`src/rtl/cba_pkg.sv`:
```
package cba_pkg;
  localparam int ADD_WIDTH = 16;
  localparam int SLICE_WIDTH = 4;
endpackage

```
`src/rtl/cba_fa.sv`:
```
module cba_fa (
  input  logic a,
  input  logic b,
  input  logic ci,
  output logic p,
  output logic s,
  output logic co
);
  logic g;
  always_comb begin
    p  = a ^ b;
    g  = a & b;
    s  = p ^ ci;
    co = g | (p & ci);
  end
endmodule

```
`src/rtl/cba_slice.sv`:
```
module cba_slice #(
  parameter int SW       = 4,
  parameter int HAS_SKIP = 1
) (
  input  logic [SW-1:0] a,
  input  logic [SW-1:0] b,
  input  logic          cin,
  output logic [SW-1:0] sum,
  output logic          cout,
  output logic          bypass
);
  logic [SW:0]   chain;
  logic [SW-1:0] prop;

  assign chain[0] = cin;

  for (genvar i = 0; i < SW; i++) begin : g_bit
    cba_fa u_fa (
      .a (a[i]),
      .b (b[i]),
      .ci(chain[i]),
      .p (prop[i]),
      .s (sum[i]),
      .co(chain[i+1])
    );
  end

  assign bypass = &prop;

  if (HAS_SKIP != 0) begin : g_skip
    assign cout = bypass ? cin : chain[SW];
  end else begin : g_noskip
    assign cout = chain[SW];
  end
endmodule

```
`src/rtl/carry_skip_adder.sv`:
```
module carry_skip_adder #(
  parameter int WIDTH = cba_pkg::ADD_WIDTH,
  parameter int GROUP = cba_pkg::SLICE_WIDTH
) (
  input  logic [WIDTH-1:0] a,
  input  logic [WIDTH-1:0] b,
  input  logic             cin,
  output logic [WIDTH-1:0] sum,
  output logic             cout
);
  localparam int NSLICE = WIDTH / GROUP;

  logic [NSLICE:0]   slice_carry;
  logic [NSLICE-1:0] slice_bp;

  assign slice_carry[0] = cin;

  for (genvar g = 0; g < NSLICE; g++) begin : g_slice
    cba_slice #(
      .SW      (GROUP),
      .HAS_SKIP((g < NSLICE - 1) ? 1 : 0)
    ) u_slice (
      .a     (a[g*GROUP +: GROUP]),
      .b     (b[g*GROUP +: GROUP]),
      .cin   (slice_carry[g]),
      .sum   (sum[g*GROUP +: GROUP]),
      .cout  (slice_carry[g+1]),
      .bypass(slice_bp[g])
    );
  end

  assign cout = slice_carry[NSLICE];
endmodule

```
`config.mk`:
```
export PLATFORM = sky130hd
export DESIGN_NAME = carry_skip_adder
export DESIGN_NICKNAME = d
export VERILOG_FILES = /design/src/rtl/cba_pkg.sv /design/src/rtl/cba_fa.sv /design/src/rtl/cba_slice.sv /design/src/rtl/carry_skip_adder.sv
export SDC_FILE = /design/constraint.sdc
export NUM_CORES = 1
export LEC_CHECK = 0
export BUFFER_PORTS_ARGS = -buffer_cell sky130_fd_sc_hd__buf_4
export CORE_MARGIN = 5
export CORE_UTILIZATION = 37
export DETAILED_ROUTE_END_ITERATION = 7
export GPL_TIMING_DRIVEN = 0
export PLACE_DENSITY = 0.77
export SYNTH_ARGS = -nofsm -noshare
export SYNTH_HDL_FRONTEND = slang
export SYNTH_HIERARCHICAL = 1
export SYNTH_SLANG_ARGS = --single-unit
export TNS_END_PERCENT = 1
```
`constraint.sdc`:
```
create_clock -name vclk -period 8.1
set_clock_uncertainty 0.15 [all_clocks]
set_input_delay 0.405 -clock vclk [all_inputs]
set_output_delay 0.405 -clock vclk [all_outputs]
set_load 0.02 [all_outputs]
```
After elaboration in Yosys (flattened, before gate mapping)
Cells that the tools add are included.
W data, S select, Z words.
- flip-flop bits (word level): 0
- bits of input ports: 33
- output and inout port bits: 17
- logic and storage cells: 86
- mux-type cells: 3
- bitwise operators: 80
- reduce and logical (&&, ||, !) cells: 3
- operators by type and width (kind ; number):
    $and A1 B1 Y1 ; 32
    $xor A1 B1 Y1 ; 32
    $or A1 B1 Y1 ; 16
    $reduce_and A4 Y1 ; 3
    $mux W1 ; 3

Logic depth before layout (Yosys ltp)
- depth after elaboration: 36
- gate-level depth with buffers: 19
- depth with buffers taken out: 19

Hierarchy
The synthesis kept the hierarchy.
- by module, submodules not included (module ; instances ; cells an instance ; area an instance (µm²) ; sequential area each (µm²)):
    cba_fa ; 16 ; 2 ; 32.5 ; 0.0
    cba_slice at g_slice[0].u_slice ... ; 3 ; 2 ; 26.3 ; 0.0
    cba_slice at g_slice[3].u_slice ; 1 ; 1 ; 8.8 ; 0.0

Worst setup path before layout
OpenSTA, ideal clock, no wires.
- path type: input to output
- start point: in a[0]
- end point: out sum[15]
- arrival: 7.479 ns
- data required time: 7.545 ns
- path slack: 0.066 ns
- cell stages on the path: 19
- path buffers: 0
- path through: fa_1 -> fa_1 -> fa_1 -> fa_1 -> mux2_4 -> fa_1 -> fa_1 -> fa_1 -> fa_1 -> mux2_4 -> fa_1 -> fa_1 -> fa_1 -> fa_1 -> mux2_4 -> fa_1 -> fa_1 -> fa_1 -> fa_1
- cells in the longest elaborated chain, start to end: 35
- elaborated cells between the ends (all ways): 37
- those cells by class: mux: 3; bitwise: 33; reduce/logical: 1
- RTL lines (element ; line ; RTL):
    start, declared ; carry_skip_adder.sv:5 ; input logic [WIDTH-1:0] a,
    $xor A1 B1 Y1 ; cba_fa.sv:11 ; p = a ^ b;
    $and A1 B1 Y1 ; cba_fa.sv:14 ; co = g | (p & ci);
    $or A1 B1 Y1 (*) ; cba_fa.sv:14 ;
    $and A1 B1 Y1 (*) ; cba_fa.sv:14 ;
    $or A1 B1 Y1 (*) ; cba_fa.sv:14 ;
    via g_slice[0].u_slice.chain[2] ; cba_slice.sv:12 ; logic [SW:0] chain;
    $and A1 B1 Y1 (*) ; cba_fa.sv:14 ;
    $or A1 B1 Y1 (*) ; cba_fa.sv:14 ;
    via g_slice[0].u_slice.chain[3] ; cba_slice.sv:12 ;
    [2 not listed] ; n/a ;
    via g_slice[0].u_slice.chain[4] ; cba_slice.sv:12 ;
    [1 not listed] ; n/a ;
    via slice_carry[1] ; carry_skip_adder.sv:13 ; logic [NSLICE:0] slice_carry;
    [2 not listed] ; n/a ;
    via g_slice[1].u_slice.chain[1] ; cba_slice.sv:12 ;
    [2 not listed] ; n/a ;
    via g_slice[1].u_slice.chain[2] ; cba_slice.sv:12 ;
    [2 not listed] ; n/a ;
    via g_slice[1].u_slice.chain[3] ; cba_slice.sv:12 ;
    [2 not listed] ; n/a ;
    via g_slice[1].u_slice.chain[4] ; cba_slice.sv:12 ;
    [1 not listed] ; n/a ;
    via slice_carry[2] ; carry_skip_adder.sv:13 ;
    [2 not listed] ; n/a ;
    via g_slice[2].u_slice.chain[1] ; cba_slice.sv:12 ;
    [2 not listed] ; n/a ;
    via g_slice[2].u_slice.chain[2] ; cba_slice.sv:12 ;
    [2 not listed] ; n/a ;
    via g_slice[2].u_slice.chain[3] ; cba_slice.sv:12 ;
    [2 not listed] ; n/a ;
    via g_slice[2].u_slice.chain[4] ; cba_slice.sv:12 ;
    [1 not listed] ; n/a ;
    via slice_carry[3] ; carry_skip_adder.sv:13 ;
    [2 not listed] ; n/a ;
    via g_slice[3].u_slice.chain[1] ; cba_slice.sv:12 ;
    $and A1 B1 Y1 (*) ; cba_fa.sv:14 ;
    $or A1 B1 Y1 (*) ; cba_fa.sv:14 ;
    via g_slice[3].u_slice.chain[2] ; cba_slice.sv:12 ;
    $and A1 B1 Y1 (*) ; cba_fa.sv:14 ;
    $or A1 B1 Y1 (*) ; cba_fa.sv:14 ;
    via g_slice[3].u_slice.chain[3] ; cba_slice.sv:12 ;
    $xor A1 B1 Y1 (*) ; cba_fa.sv:13 ; s = p ^ ci;
    end, declared ; carry_skip_adder.sv:8 ; output logic [WIDTH-1:0] sum,
The timed path passes the listed nets; every way through them passes the cells marked *.

Worst setup path in the final report
- start point: in a[0]
- end point: out sum[15]
- cells in the longest elaborated chain, start to end: 35
- elaborated cells between the ends (all ways): 37
- those cells by class: mux: 3; bitwise: 33; reduce/logical: 1
- RTL lines (element ; line):
    $xor A1 B1 Y1 ; cba_fa.sv:11
    $and A1 B1 Y1 ; cba_fa.sv:14
    $or A1 B1 Y1 (*) ; cba_fa.sv:14
    via g_slice[0].u_slice.chain[1] ; cba_slice.sv:12
    $and A1 B1 Y1 (*) ; cba_fa.sv:14
    $or A1 B1 Y1 (*) ; cba_fa.sv:14
    via g_slice[0].u_slice.chain[2] ; cba_slice.sv:12
    $and A1 B1 Y1 (*) ; cba_fa.sv:14
    [1 not listed] ; n/a
    via g_slice[0].u_slice.chain[3] ; cba_slice.sv:12
    [2 not listed] ; n/a
    via g_slice[0].u_slice.chain[4] ; cba_slice.sv:12
    [1 not listed] ; n/a
    via slice_carry[1] ; carry_skip_adder.sv:13
    [2 not listed] ; n/a
    via g_slice[1].u_slice.chain[1] ; cba_slice.sv:12
    [2 not listed] ; n/a
    via g_slice[1].u_slice.chain[2] ; cba_slice.sv:12
    [2 not listed] ; n/a
    via g_slice[1].u_slice.chain[3] ; cba_slice.sv:12
    [2 not listed] ; n/a
    via g_slice[1].u_slice.chain[4] ; cba_slice.sv:12
    [1 not listed] ; n/a
    via slice_carry[2] ; carry_skip_adder.sv:13
    [2 not listed] ; n/a
    via g_slice[2].u_slice.chain[1] ; cba_slice.sv:12
    [2 not listed] ; n/a
    via g_slice[2].u_slice.chain[2] ; cba_slice.sv:12
    [2 not listed] ; n/a
    via g_slice[2].u_slice.chain[3] ; cba_slice.sv:12
    [2 not listed] ; n/a
    via g_slice[2].u_slice.chain[4] ; cba_slice.sv:12
    [1 not listed] ; n/a
    via slice_carry[3] ; carry_skip_adder.sv:13
    [2 not listed] ; n/a
    via g_slice[3].u_slice.chain[1] ; cba_slice.sv:12
    $and A1 B1 Y1 (*) ; cba_fa.sv:14
    $or A1 B1 Y1 (*) ; cba_fa.sv:14
    via g_slice[3].u_slice.chain[2] ; cba_slice.sv:12
    $and A1 B1 Y1 (*) ; cba_fa.sv:14
    $or A1 B1 Y1 (*) ; cba_fa.sv:14
    via g_slice[3].u_slice.chain[3] ; cba_slice.sv:12
    $xor A1 B1 Y1 (*) ; cba_fa.sv:13
Marked as above.

==> out/qor.yml <==
outcome:
  status: "completed"
place:
  placed_cell_area_um2: 945
  gp_congestion: 0.689
  io_buffer_count: 50
global_routing:
  antenna_found_initial: 0
  busiest_layer: "met2"
  use_met3: 0.0521
  grtUsageTotal: 0.130
  met1_usage: 0.129
  overflow: 0
  grt_pass1_wl_mm: 2.59
  grt_pass1_vias: 617
  gr-usage-met2: 0.263
  grt_max_degree: 3
finish:
  area_growth_pct: 77.4
  finalNetCount: 147
  clkbuf_count: 0
  fin_util: 0.670
  seq_cell_count: 0
  drive_gt1_frac: 0.810
  antenna_cells: 0
  final_area_um2: 975
  fill_cells: 118
  seqCellArea_um2: 0
floorplan:
  fp.dieH_um: 48.5
  num_io_pins: 50
  num_rows: 14
  die_x_um: 48.5
  start_util: 0.378
  die_area_mm2: 0.00236
  core-area_mm2: 0.00145
worst_setup_path:
  endpoint_kind: "output pin"
  crit_type: "in2out"
  cp.arrival_ps: 7330
  cpPeakStageDelay_ps: 480
  crit_slowest_cell: "fa_1"
  start_kind: "input pin"
  path_cells: "buf_4 -> fa_2 -> fa_2 -> fa_2 -> fa_1 -> mux2_4 -> fa_2 -> fa_2 -> fa_2 -> fa_1 -> mux2_4 -> fa_2 -> fa_2 -> fa_2 -> fa_1 -> mux2_4 -> fa_2 -> fa_2 -> fa_2 -> fa_1 -> buf_4"
  crit_start: "a[0]"
  cp.required_ps: 7550
  crit_top_cell: "fa_2"
  worstPathMaxFanout: 2
  setup.worst_path.end: "sum[15]"
power_and_ir_drop:
  combPwrFrac: 1.000
  p_switching_mw: 0.0479
  seqPwrFrac: 0
  internal_power_mw: 0.0474
  p_clk_frac: 0
  leakagePower_nw: 0.475
  ir_drop_mv: 0.0435
  powerDensity_mw_per_mm2: 97.8
  sw_frac_of_total: 0.503
yosys:
  syn_area_um2: 549
  synth_cells: 34
  postSynthAreaPerCell_um2: 16.2
  yosysWarnings: 6
  synth_nets: 95
sta:
  hold_ws_ps: 1030
  rsz0062_at_grt: "no"
  finalHoldViolations: 0
  worst_pin_slew_ps: 83.1
  slew_violations: 0
  period_share: 0.974
  setup-violations-final: 0
  slew_headroom: 0.945
  fmax_mhz: 127
  period_needed_ps: 7890
routing:
  vias: 460
  first_pass_iters: 1
  detail-route-antenna-nets: 0
  drt_iter0_markers: 0
  via_per_inst: 4.60
  wire_per_inst_um: 14.5
  drc_errors: 0
  wirelength_mm: 1.45
clock_tree:
  cts_setup_buffers: 0
hold_path:
  hp-class: "in2out"
flow_run:
  drv_cap: 0
==> power groups by stage <==
stage / Sequential (mW) / Clock, mW / Combinational, mW
after floorplan: 0 / 0 / 0.0545
after global placement: 0 / 0 / 0.0919
after detailed placement: 0 / 0 / 0.0949
after CTS: 0 / 0 / 0.0972
after global routing: 0 / 0 / 0.106
final: 0 / 0 / 0.0954
==> cell usage in the layout, fill, tap and decap left out <==
cell,count
fa_1,4
and4_4,3
ha_1,12
buf_4,50
mux2_4,3
fa_2,12
==> layout make-up <==
type                       instances  area, µm²  area share
timing repair buffer              50        375       0.385
multi-input combinational         34        579       0.594
tap                               16       20.0      0.0205
==> per-stage QoR <==
stage	setup TNS [ps]	worst slack, ps	total power, mW	cells
3_3_place_gp	-505	-297	0.0919	100
4_1_cts	0	3.04	0.0972	100
5_1_grt	0	30.3	0.106	100
2_1_floorplan	0	65.8	0.0545	34
3_5_place_dp	-812	-437	0.0949	100
6_report	0	212	0.0954	100
==> what timing repair did <==
item                       in CTS  in global routing
hold buffers                    0                  0
setup endpoints to repair       3                  2
cloned                          0                  0
gates resized for setup        10                  2
pin swaps                       2                  2
==> how the worst min path moves through the flow <==
| stage | slack [ps] | from | endpoint | cells past startpoint |
|---|---|---|---|---|
| 6_report | 1030 | b[15] | sum[15] | 3 |
| 5_1_grt | 1050 | b[15] | sum[15] | 3 |
| 4_1_cts | 1020 | b[14] | sum[14] | 3 |
| 3_5_place_dp | 1020 | b[14] | sum[14] | 3 |
| 3_3_place_gp | 1020 | b[14] | sum[14] | 3 |
| 2_1_floorplan | 910 | cin | sum[0] | 1 |
==> layer usage <==
layer  vias up  share of wire
met1       215           0.31
met3         0           0.12
met4         0              0
met5         -              0
li1        214              -
met2        31           0.57
==> critical path, delay by kind of cell <==
family	cells	cell delay [ps]
buffers and inverters	2	260
adder cells (fa/ha/maj)	16	5790
multiplexers	3	860
Power figures use the tool's default switching activity.
